`config.mk`:
```
export PLATFORM = sky130hd
export DESIGN_NAME = mem_dep_tracker
export DESIGN_NICKNAME = d
export VERILOG_FILES = /design/src/rtl/mdg_pkg.sv /design/src/rtl/mdg_decode.sv /design/src/rtl/mdg_group.sv /design/src/rtl/mem_dep_tracker.sv
export SDC_FILE = /design/constraint.sdc
export NUM_CORES = 2
export LEC_CHECK = 0
export ABC_AREA = 0
export BUFFER_PORTS_ARGS = -buffer_cell sky130_fd_sc_hd__buf_2
export CAP_MARGIN = 25
export CORE_AREA = 2 2 282 284
export DETAILED_ROUTE_END_ITERATION = 8
export DIE_AREA = 0 0 284 286
export MAX_ROUTING_LAYER = met4
export SETUP_SLACK_MARGIN = 0.3
export SLEW_MARGIN = 10
export SYNTH_ARGS = -nofsm -noshare
export SYNTH_HDL_FRONTEND = slang
export SYNTH_HIERARCHICAL = 1
export SYNTH_SLANG_ARGS = --single-unit
```
`constraint.sdc`:
```
create_clock -name clk -period 6.1 [get_ports clk]
set_clock_uncertainty 0.05 [all_clocks]
set_input_delay 0.61 -clock clk [delete_from_list [all_inputs] [get_ports clk]]
set_output_delay 0.61 -clock clk [all_outputs]
set_load 0.005 [all_outputs]
```
`src/rtl/mdg_pkg.sv`:
```
package mdg_pkg;

  typedef enum logic [2:0] {
    OP_NOP      = 3'd0,
    OP_CREATE   = 3'd1,
    OP_ADD_INST = 3'd2,
    OP_LINK     = 3'd3,
    OP_ISSUE    = 3'd4,
    OP_COMPLETE = 3'd5
  } mdg_op_e;

  typedef struct packed {
    logic waiting;
    logic pending;
    logic ready;
    logic executing;
    logic executed;
  } mdg_flags_t;

endpackage

```
`src/rtl/mdg_decode.sv`:
```
module mdg_decode
  import mdg_pkg::*;
#(
  parameter int NG    = 8,
  parameter int IDX_W = 4,
  parameter int CNT_W = 4,
  parameter int CYC_W = 8
) (
  input  logic                cmd_fire,
  input  logic [2:0]          cmd_op,
  input  logic [IDX_W-1:0]    cmd_grp,
  input  logic [IDX_W-1:0]    cmd_dst,
  input  logic                cmd_data,
  input  logic [CYC_W-1:0]    cmd_cycles,
  input  logic [NG-1:0]       alloc,
  input  logic [NG*CNT_W-1:0] inst_flat,
  input  logic [NG*CNT_W-1:0] iss_flat,
  input  logic [NG*CNT_W-1:0] done_flat,
  input  logic [NG*NG-1:0]    omask_flat,
  input  logic [NG*NG-1:0]    dmask_flat,
  input  logic [NG*CYC_W-1:0] cinst_flat,
  output logic                err,
  output logic [NG-1:0]       ev_create,
  output logic [NG-1:0]       ev_add_inst,
  output logic [NG-1:0]       ev_issue,
  output logic [NG-1:0]       ev_complete,
  output logic [NG-1:0]       ev_link,
  output logic                link_data,
  output logic [NG-1:0]       link_dst,
  output logic [NG-1:0]       tot_inc,
  output logic [NG-1:0]       exe_inc,
  output logic [NG-1:0]       done_inc,
  output logic [NG-1:0]       exe2done,
  output logic [NG-1:0]       crit_raise,
  output logic [CYC_W-1:0]    crit_val
);

  localparam logic [IDX_W-1:0] LAST_IDX = IDX_W'(NG);

  logic             src_ok, dst_ok;
  logic [IDX_W-1:0] si, di;
  logic             s_alloc, d_alloc;
  logic [CNT_W-1:0] s_inst, s_iss, s_done, s_out;
  logic [NG-1:0]    s_om, s_dm, dst_oh;
  logic [CYC_W-1:0] s_ci;
  logic             s_exec, s_fin;

  always_comb begin
    src_ok  = (cmd_grp != '0) && (cmd_grp <= LAST_IDX);
    dst_ok  = (cmd_dst != '0) && (cmd_dst <= LAST_IDX);
    si      = src_ok ? cmd_grp - IDX_W'(1) : '0;
    di      = dst_ok ? cmd_dst - IDX_W'(1) : '0;
    s_alloc = alloc[si];
    d_alloc = alloc[di];
    s_inst  = inst_flat[si*CNT_W +: CNT_W];
    s_iss   = iss_flat[si*CNT_W +: CNT_W];
    s_done  = done_flat[si*CNT_W +: CNT_W];
    s_om    = omask_flat[si*NG +: NG];
    s_dm    = dmask_flat[si*NG +: NG];
    s_ci    = cinst_flat[si*CYC_W +: CYC_W];
    s_out   = s_inst - s_done;
    s_exec  = (s_iss != '0) && (s_iss == s_out);
    s_fin   = (s_done == s_inst);
    dst_oh  = dst_ok ? (NG'(1) << di) : '0;
  end

  always_comb begin
    err         = 1'b0;
    ev_create   = '0;
    ev_add_inst = '0;
    ev_issue    = '0;
    ev_complete = '0;
    ev_link     = '0;
    link_data   = 1'b0;
    link_dst    = '0;
    tot_inc     = '0;
    exe_inc     = '0;
    done_inc    = '0;
    exe2done    = '0;
    crit_raise  = '0;
    crit_val    = '0;
    if (cmd_fire) begin
      case (cmd_op)
        OP_CREATE: begin
          if (!src_ok || s_alloc) err = 1'b1;
          else ev_create[si] = 1'b1;
        end
        OP_ADD_INST: begin
          if (!src_ok || !s_alloc || ((s_om | s_dm) != '0) || (s_inst == '1)) err = 1'b1;
          else ev_add_inst[si] = 1'b1;
        end
        OP_ISSUE: begin
          if (!src_ok || !s_alloc || (s_iss >= s_out)) err = 1'b1;
          else begin
            ev_issue[si] = 1'b1;
            if (s_iss + CNT_W'(1) == s_out) begin
              done_inc   = s_om;
              exe_inc    = s_dm;
              crit_raise = s_dm;
              crit_val   = (cmd_cycles > s_ci) ? cmd_cycles : s_ci;
            end
          end
        end
        OP_COMPLETE: begin
          if (!src_ok || !s_alloc || (s_iss == '0)) err = 1'b1;
          else begin
            ev_complete[si] = 1'b1;
            if (s_done + CNT_W'(1) == s_inst) exe2done = s_dm;
          end
        end
        OP_LINK: begin
          if (!src_ok || !dst_ok || !s_alloc || !d_alloc || (cmd_grp == cmd_dst) ||
              s_fin || (((s_om | s_dm) & dst_oh) != '0)) err = 1'b1;
          else if (cmd_data || !s_exec) begin
            ev_link[si] = 1'b1;
            link_data   = cmd_data;
            link_dst    = dst_oh;
            tot_inc     = dst_oh;
            if (s_exec) begin
              exe_inc    = dst_oh;
              crit_raise = dst_oh;
              crit_val   = s_ci;
            end
          end
        end
        default: err = 1'b1;
      endcase
    end
  end

endmodule

```
`src/rtl/mdg_group.sv`:
```
module mdg_group
  import mdg_pkg::*;
#(
  parameter int NG    = 8,
  parameter int CNT_W = 4,
  parameter int CYC_W = 8
) (
  input  logic             clk,
  input  logic             rst_n,
  input  logic             ev_create,
  input  logic             ev_add_inst,
  input  logic             ev_issue,
  input  logic             ev_complete,
  input  logic [CYC_W-1:0] issue_cycles,
  input  logic             ev_link,
  input  logic             link_data,
  input  logic [NG-1:0]    link_dst,
  input  logic             pred_tot_inc,
  input  logic             pred_exe_inc,
  input  logic             pred_done_inc,
  input  logic             pred_exe2done,
  input  logic             crit_raise,
  input  logic [CYC_W-1:0] crit_in,
  output logic             alloc,
  output logic [CNT_W-1:0] inst_cnt,
  output logic [CNT_W-1:0] iss_cnt,
  output logic [CNT_W-1:0] done_cnt,
  output logic [NG-1:0]    omask,
  output logic [NG-1:0]    dmask,
  output logic [CYC_W-1:0] crit_inst,
  output logic [CYC_W-1:0] crit_cnt,
  output mdg_flags_t       flags
);

  localparam int SUM_W = CNT_W + 1;

  logic             alloc_d;
  logic [CNT_W-1:0] ptot_q, ptot_d, pexe_q, pexe_d, pdone_q, pdone_d;
  logic [CNT_W-1:0] inst_d, iss_d, done_d;
  logic [NG-1:0]    omask_d, dmask_d;
  logic [CYC_W-1:0] cinst_d, crit_d;
  logic [SUM_W-1:0] started_d;
  mdg_flags_t       flags_d;

  always_comb begin
    alloc_d = alloc;
    ptot_d  = ptot_q;
    pexe_d  = pexe_q;
    pdone_d = pdone_q;
    inst_d  = inst_cnt;
    iss_d   = iss_cnt;
    done_d  = done_cnt;
    omask_d = omask;
    dmask_d = dmask;
    cinst_d = crit_inst;
    crit_d  = crit_cnt;
    if (ev_create) begin
      alloc_d = 1'b1;
      ptot_d  = '0;
      pexe_d  = '0;
      pdone_d = '0;
      inst_d  = '0;
      iss_d   = '0;
      done_d  = '0;
      omask_d = '0;
      dmask_d = '0;
      cinst_d = '0;
      crit_d  = '0;
    end else begin
      if (ev_add_inst) inst_d = inst_cnt + CNT_W'(1);
      if (ev_issue) begin
        iss_d = iss_cnt + CNT_W'(1);
        if (issue_cycles > crit_inst) cinst_d = issue_cycles;
      end
      if (ev_complete) begin
        iss_d  = iss_cnt - CNT_W'(1);
        done_d = done_cnt + CNT_W'(1);
      end
      if (ev_link) begin
        if (link_data) dmask_d = dmask | link_dst;
        else           omask_d = omask | link_dst;
      end
      ptot_d  = ptot_q + CNT_W'(pred_tot_inc);
      pexe_d  = pexe_q + CNT_W'(pred_exe_inc) - CNT_W'(pred_exe2done);
      pdone_d = pdone_q + CNT_W'(pred_done_inc) + CNT_W'(pred_exe2done);
      if (crit_raise && (crit_in > crit_cnt)) crit_d = crit_in;
      else if (flags.waiting && (crit_cnt != '0)) crit_d = crit_cnt - CYC_W'(1);
    end
  end

  always_comb begin
    started_d         = SUM_W'(pexe_d) + SUM_W'(pdone_d);
    flags_d.waiting   = alloc_d && (SUM_W'(ptot_d) > started_d);
    flags_d.pending   = alloc_d && (pexe_d != '0) && (SUM_W'(ptot_d) == started_d);
    flags_d.ready     = alloc_d && (pdone_d == ptot_d);
    flags_d.executing = alloc_d && (iss_d != '0) && (iss_d == inst_d - done_d);
    flags_d.executed  = alloc_d && (done_d == inst_d);
  end

  always_ff @(posedge clk or negedge rst_n) begin
    if (!rst_n) begin
      alloc     <= 1'b0;
      ptot_q    <= '0;
      pexe_q    <= '0;
      pdone_q   <= '0;
      inst_cnt  <= '0;
      iss_cnt   <= '0;
      done_cnt  <= '0;
      omask     <= '0;
      dmask     <= '0;
      crit_inst <= '0;
      crit_cnt  <= '0;
      flags     <= '0;
    end else begin
      alloc     <= alloc_d;
      ptot_q    <= ptot_d;
      pexe_q    <= pexe_d;
      pdone_q   <= pdone_d;
      inst_cnt  <= inst_d;
      iss_cnt   <= iss_d;
      done_cnt  <= done_d;
      omask     <= omask_d;
      dmask     <= dmask_d;
      crit_inst <= cinst_d;
      crit_cnt  <= crit_d;
      flags     <= flags_d;
    end
  end

endmodule

```
`src/rtl/mem_dep_tracker.sv`:
```
module mem_dep_tracker
  import mdg_pkg::*;
#(
  parameter int NG    = 8,
  parameter int CNT_W = 4,
  parameter int CYC_W = 8,
  localparam int IDX_W = $clog2(NG + 1)
) (
  input  logic                clk,
  input  logic                rst_n,
  input  logic                cmd_valid,
  output logic                cmd_ready,
  input  logic [2:0]          cmd_op,
  input  logic [IDX_W-1:0]    cmd_grp,
  input  logic [IDX_W-1:0]    cmd_dst,
  input  logic                cmd_data,
  input  logic [CYC_W-1:0]    cmd_cycles,
  output logic                err,
  output logic [NG-1:0]       grp_waiting,
  output logic [NG-1:0]       grp_pending,
  output logic [NG-1:0]       grp_ready,
  output logic [NG-1:0]       grp_executing,
  output logic [NG-1:0]       grp_executed,
  output logic [NG*CYC_W-1:0] grp_crit
);

  logic                cmd_fire;
  logic                err_d;
  logic [NG-1:0]       alloc;
  logic [NG*CNT_W-1:0] inst_flat, iss_flat, done_flat;
  logic [NG*NG-1:0]    omask_flat, dmask_flat;
  logic [NG*CYC_W-1:0] cinst_flat;
  logic [NG-1:0]       ev_create, ev_add_inst, ev_issue, ev_complete, ev_link;
  logic                link_data;
  logic [NG-1:0]       link_dst;
  logic [NG-1:0]       tot_inc, exe_inc, done_inc, exe2done, crit_raise;
  logic [CYC_W-1:0]    crit_val;
  mdg_flags_t          flags [NG];

  assign cmd_fire = cmd_valid && cmd_ready;

  mdg_decode #(.NG(NG), .IDX_W(IDX_W), .CNT_W(CNT_W), .CYC_W(CYC_W)) u_dec (
    .cmd_fire   (cmd_fire),
    .cmd_op     (cmd_op),
    .cmd_grp    (cmd_grp),
    .cmd_dst    (cmd_dst),
    .cmd_data   (cmd_data),
    .cmd_cycles (cmd_cycles),
    .alloc      (alloc),
    .inst_flat  (inst_flat),
    .iss_flat   (iss_flat),
    .done_flat  (done_flat),
    .omask_flat (omask_flat),
    .dmask_flat (dmask_flat),
    .cinst_flat (cinst_flat),
    .err        (err_d),
    .ev_create  (ev_create),
    .ev_add_inst(ev_add_inst),
    .ev_issue   (ev_issue),
    .ev_complete(ev_complete),
    .ev_link    (ev_link),
    .link_data  (link_data),
    .link_dst   (link_dst),
    .tot_inc    (tot_inc),
    .exe_inc    (exe_inc),
    .done_inc   (done_inc),
    .exe2done   (exe2done),
    .crit_raise (crit_raise),
    .crit_val   (crit_val)
  );

  for (genvar j = 0; j < NG; j++) begin : g_grp
    mdg_group #(.NG(NG), .CNT_W(CNT_W), .CYC_W(CYC_W)) u_grp (
      .clk          (clk),
      .rst_n        (rst_n),
      .ev_create    (ev_create[j]),
      .ev_add_inst  (ev_add_inst[j]),
      .ev_issue     (ev_issue[j]),
      .ev_complete  (ev_complete[j]),
      .issue_cycles (cmd_cycles),
      .ev_link      (ev_link[j]),
      .link_data    (link_data),
      .link_dst     (link_dst),
      .pred_tot_inc (tot_inc[j]),
      .pred_exe_inc (exe_inc[j]),
      .pred_done_inc(done_inc[j]),
      .pred_exe2done(exe2done[j]),
      .crit_raise   (crit_raise[j]),
      .crit_in      (crit_val),
      .alloc        (alloc[j]),
      .inst_cnt     (inst_flat[j*CNT_W +: CNT_W]),
      .iss_cnt      (iss_flat[j*CNT_W +: CNT_W]),
      .done_cnt     (done_flat[j*CNT_W +: CNT_W]),
      .omask        (omask_flat[j*NG +: NG]),
      .dmask        (dmask_flat[j*NG +: NG]),
      .crit_inst    (cinst_flat[j*CYC_W +: CYC_W]),
      .crit_cnt     (grp_crit[j*CYC_W +: CYC_W]),
      .flags        (flags[j])
    );
    assign grp_waiting[j]   = flags[j].waiting;
    assign grp_pending[j]   = flags[j].pending;
    assign grp_ready[j]     = flags[j].ready;
    assign grp_executing[j] = flags[j].executing;
    assign grp_executed[j]  = flags[j].executed;
  end

  always_ff @(posedge clk or negedge rst_n) begin
    if (!rst_n) begin
      cmd_ready <= 1'b0;
      err       <= 1'b0;
    end else begin
      cmd_ready <= 1'b1;
      err       <= err_d;
    end
  end

endmodule

```
# Word level (Yosys, flattened, before mapping)
# Cells that the tools add are included.
# word_totals
ff_bits	498
output_inout_bits	106
word_cells	774
# op_classes
bitwise_logic	18
n_lt_le_gt_ge	31
n_mux	247
n_eq_ne	51
n_reduce_logical	189
add_sub_neg	101
shift	7
# ops
operator	count
8-bit 2-to-1 mux	138
4-bit 2-to-1 mux	82
64-bit by 8-bit indexed part select with 8-bit output	3
8-bit greater-than comparator	17
8-bit OR	17
4-bit by 1-bit adder with 4-bit output	32
4-bit equality test	29
4-bit by 1-bit adder with 4-bit output (second input constant)	26
32-bit by 7-bit indexed part select with 4-bit output	3
8-bit nonzero test	10
1-bit logical AND	77
4-bit nonzero test	19
2-bit nonzero test	32
8-bit by 1-bit subtractor with 8-bit output (second input constant)	8
2-bit AND reduction	24
4-bit by 4-bit adder with 5-bit output	8
4-bit by 5-bit equality test with 1-bit output	8
4-bit by 5-bit greater-than comparator with 1-bit output	8
4-bit by 1-bit subtractor with 4-bit output (second input constant)	10
4-bit subtractor	9
8-bit one-hot mux with 2 select lines	2
4-bit by 1-bit subtractor with 4-bit output	8
3-bit nonzero test	8
1-bit 2-to-1 mux	21
other kinds (17)	45

# Depth between registers and ports, before layout
# logic_depth
ltp_word	20
depth_mapped	40
ltp_nobuf	32

# Cells and area by module
# The synthesis kept the hierarchy.
# by_module_without_submodules
mod	cells_each	area_each_um2	instances
mdg_group (g_grp[2].u_grp ...)	370	3722.3	4
mdg_decode	714	5044.8	1
mdg_group (g_grp[6].u_grp)	384	3763.6	1
mdg_group (g_grp[7].u_grp)	383	3753.6	1
mdg_group (g_grp[0].u_grp)	374	3709.8	1
mdg_group (g_grp[1].u_grp)	369	3682.3	1
mem_dep_tracker	4	60.1	1

# Worst setup path after synthesis
# OpenSTA, ideal clock, no wires.
# synth_timing
path_type	input port to flip-flop
start	in cmd_grp[0]
end	reg g_grp[6].u_grp/flags[4] (netlist name)
t_required_ns	5.929
n_path_buf	7
arrival_ns	8.053
setup_ns	0.121
path_stages	33
setup_slack_ns	-2.123
cell_sequence	buf_6 > buf_2 > inv_1 > clkbuf_1 > ha_1 > clkbuf_1 > clkbuf_1 > buf_1 > mux2i_1 > a21oi_1 > o221ai_1 > a211o_1 > ha_1 > fa_1 > ha_1 > a21o_1 > a21o_1 > a211oi_1 > nand3_1 > or4b_4 > buf_6 > nor3_2 > fa_1 > nor2b_1 > ha_1 > inv_1 > fa_1 > ha_1 > nor2b_1 > o21ai_0 > nand2b_1 > a21oi_1 > nor3b_1
# synth_rtl
element	line_no	text
start: declaration	mem_dep_tracker.sv:14	input logic [IDX_W-1:0] cmd_grp,

==> impl_metrics.tcl <==
set metrics [dict create \
    status "finished, violations left" \
    violations "negative setup slack" \
    yosysSeqAreaShare_pct 35.7 \
    r2r-start "g_grp[4].u_grp/inst_cnt[1]" \
    placed_cells 5288 \
    yosysWarnings 6 \
    htreeDepth 2 \
    synth-edff-count 0 \
    holdWs_ns 0.363 \
    dpl.hpwl_mm 81.2 \
    fmaxAchievable_mhz 160 \
    fin_crit_ns 6.25 \
    portBuffers 128 \
    first_pass_iters 5 \
    powerDensity_nw_per_um2 219 \
    area_growth_pct 32.0 \
    p_leak_nw 23.0 \
    cts_inserted_buffers 61 \
    seqPwrFrac_pct 35.0 \
    clk_path_buf_depth 3 \
    routed_via_density 5.49 \
    drt-met1-wl_mm 49.6 \
    die-width_um 284 \
    yosysTopAreaCellShare_pct 35.7 \
    synth_cells 3708 \
    final_cells 5513 \
    synthFlopType "dfrtp_1" \
    endpoint_kind "flip-flop" \
    route.met3.wl_mm 6.24 \
    cts_tree "yes" \
    place_congestion 0.978 \
    r2r_cells 29 \
    die_area_um2 81200 \
    dr.max_layer_used "met4" \
    timing.rr.end "g_grp[0].u_grp/flags[4]" \
    core_um2 78400 \
    wire_per_inst_um 20.6 \
    synth.area.top_cells "dfrtp_1 (36%), ha_1 (12%), nor2_1 (5.2%), mux2i_1 (4.9%), xnor2_1 (3.9%)" \
    drcViolationCount 0 \
    worst_ir_drop_vdd_mv 0.238 \
    hp-start "cmd_op[2]" \
    via_count 30300 \
    drt-total-wl_mm 114 \
    grt_pass1_vias 30300 \
    synth_commonest_cells "dfrtp_1 (498), nor2_1 (481), ha_1 (342), inv_1 (322), a21oi_1 (238)" \
    nNetsFinal 4806 \
    clk_latency_ns 0.65 \
    cts_sinks 498 \
    min_to "err" \
    rrSetupSlack_ns 0.02 \
    syn-cell-area_um2 34900 \
    tightest_slew_ns 0.900 \
    grt_usage_pct 28.4 \
    layout_setup_ws_ns -0.150 \
    slew_viol_final 0 \
    critPathMaxStageDelay_ns 0.45 \
    grt_overflow 0 \
    synthArstFlopShare_pct 100 \
    start_util_pct 44.5 \
    io_pins 129 \
    min_period_over_period_pct 102 \
    yosysUniqueCellTypes 106 \
    grt_first_pass_wirelength_mm 176 \
    hold_viol 0 \
    required_ns 6.62 \
    slew_headroom_pct 40.0 \
    power.internal_mw 7.09 \
    ff_latch_area_um2 12500 \
    dr.first_iter.drc_count 2375 \
    worstHoldPathCells 3 \
    synth_top_area_cell "dfrtp_1" \
    clockRootBuffer "clkbuf_16" \
    die_height_um 286 \
    pwr-share-clk_pct 40.4 \
    cap_violations 0 \
    min_path_type "input pin to flip-flop" \
    post-synth-top-count-cell "dfrtp_1" \
    p_comb_share_pct 24.6 \
    utilization_pct 58.8 \
    swShare_pct 29.8 \
    clkTransAtPathRegs_ns 0.06 \
    cp.arrival_ns 6.77 \
    drive_above_1_share_pct 29.6 \
    wl_met2_mm 53.2 \
    ant_nets 0 \
    std_cell_rows 103 \
    antenna_found_initial 3 \
    grt_max_degree 147 \
    n_fill_cell 6928 \
    postSynthAreaPerCell_um2 9.41 \
    worstSetupStartpointType "input pin" \
    slowest_stage "fa_1" \
    p_switching_mw 3.01 \
    rsz0062_at_grt "yes" \
    setup_viol 9 \
    ys_seq_elements 498 \
    path_class "input pin to flip-flop" \
    critPathMaxFanout 7 \
    multi_input_area_um2 22500 \
    syn-num-nets 4106 \
]
## area by class of cell
cell class	count	share of cell area, %
Inverter	323	2.66
Multi-Input combinational cell	2726	48.9
Sequential cell	498	27.0
Clock inverter	36	1.17
Timing Repair Buffer	798	13.6
Antenna cell	3	0.0163
Clock buffer	79	3.72
Tap cell	1050	2.85
## layer usage
metal	up-vias	global-route usage (%)
met4	0	10.1
met5	-	-
met1	14900	36.9
met2	819	45.5
met3	245	3.80
li1	14300	-
## registers in the layout, summed over array words and instances (netlist names), 40 cells and up
| signal | count |
|---|---|
| g_grp.u_grp/omask | 64 |
| g_grp.u_grp/crit_cnt | 64 |
| g_grp.u_grp/flags | 40 |
| g_grp.u_grp/dmask | 64 |
| g_grp.u_grp/crit_inst | 64 |
## cell families after synthesis
logic type               Yosys count  share of synthesized area (%)
multiplexers                     233                           7.24
other                              1                         0.0107
AND/OR/NAND/NOR                 1192                           17.2
XOR/XNOR                         252                           6.86
adder cells (fa/ha/maj)          375                           14.2
buffers and inverters            489                           5.80
AO/OA/AOI/OAI                    668                           13.0
flip-flops                       498                           35.7
## worst max-delay path: cells and delay by family
| family | cells | cell delay, ns |
|---|---|---|
| fa+ha+maj | 7 | 2.06 |
| compound gates | 9 | 1.77 |
| simple gates | 9 | 1.26 |
| buf+inv | 8 | 0.98 |
| xor+xnor | 1 | 0.09 |
## cells in the final DEF, fill, tap and decap left out, drive strengths merged, types with 16 or more instances in the layout
cell and instances:
ha 342, a31oi 17, o21ai 80, o21a 20, nand2 117, clkbuf 80, nand4 49, nand3 87
nor3 94, dfrtp 498, xor2 91, mux2i 171, a21o 53, inv 325, mux2 59, and2 25
nand2b 66, a211oi 25, xnor2 159, o211a 20, buf 795, nor2b 128, or4 18, a221oi 16
nor4 30, or2 33, nor2 481, a21oi 246, fa 33, nor3b 18, o22ai 36, o2111ai 18
a2111oi 24
## repair_timing
item | 4_1_cts | 5_1_grt
pin swaps | 106 | 126
buffers inserted | 65 | 33
endpoints found under the hold margin | 79 | 0
endpoints found under the setup margin | 88 | 88
hold buffers | 1 | 0
cloned | 6 | 1
resized for setup | 236 | 129
## worst max path at each step
| stage | from | endpoint | cells past startpoint | slack, ns |
|---|---|---|---|---|
| finish | cmd_grp[0] | g_grp[0].u_grp/flags[4] | 34 | -0.15 |
| CTS | cmd_grp[1] | g_grp[7].u_grp/flags[4] | 29 | -0.16 |
| detailed placement | cmd_grp[1] | g_grp[3].u_grp/flags[1] | 28 | -1.15 |
| floorplan | cmd_grp[0] | g_grp[6].u_grp/flags[4] | 34 | -1.01 |
| global placement | cmd_grp[1] | g_grp[3].u_grp/flags[1] | 28 | -1.16 |
| global route | cmd_grp[0] | g_grp[0].u_grp/flags[4] | 34 | -0.37 |
## power by group through the flow
stage	clock (mW)	sequential, mW	combinational (mW)
2_1_floorplan	0	3.57	1.37
5_1_grt	4.29	3.55	2.72
3_5_place_dp	0	3.60	2.20
6_report	4.08	3.54	2.48
4_1_cts	4.17	3.54	2.31
3_3_place_gp	0	3.60	2.17
## through the flow
| step | total power, mW | setup TNS (ns) | cell area (µm²) | setup slack, ns |
|---|---|---|---|---|
| after global routing | 10.6 | -8.68 | 46100 | -0.369 |
| after detailed placement | 5.80 | -77.84 | 41000 | -1.15 |
| after floorplan | 4.93 | -60.42 | 35400 | -1.01 |
| after CTS | 10.0 | -0.847 | 45100 | -0.155 |
| final | 10.1 | -0.585 | 46100 | -0.150 |
| after global placement | 5.77 | -71.44 | 41000 | -1.16 |
(Power assumes the default switching activity.)
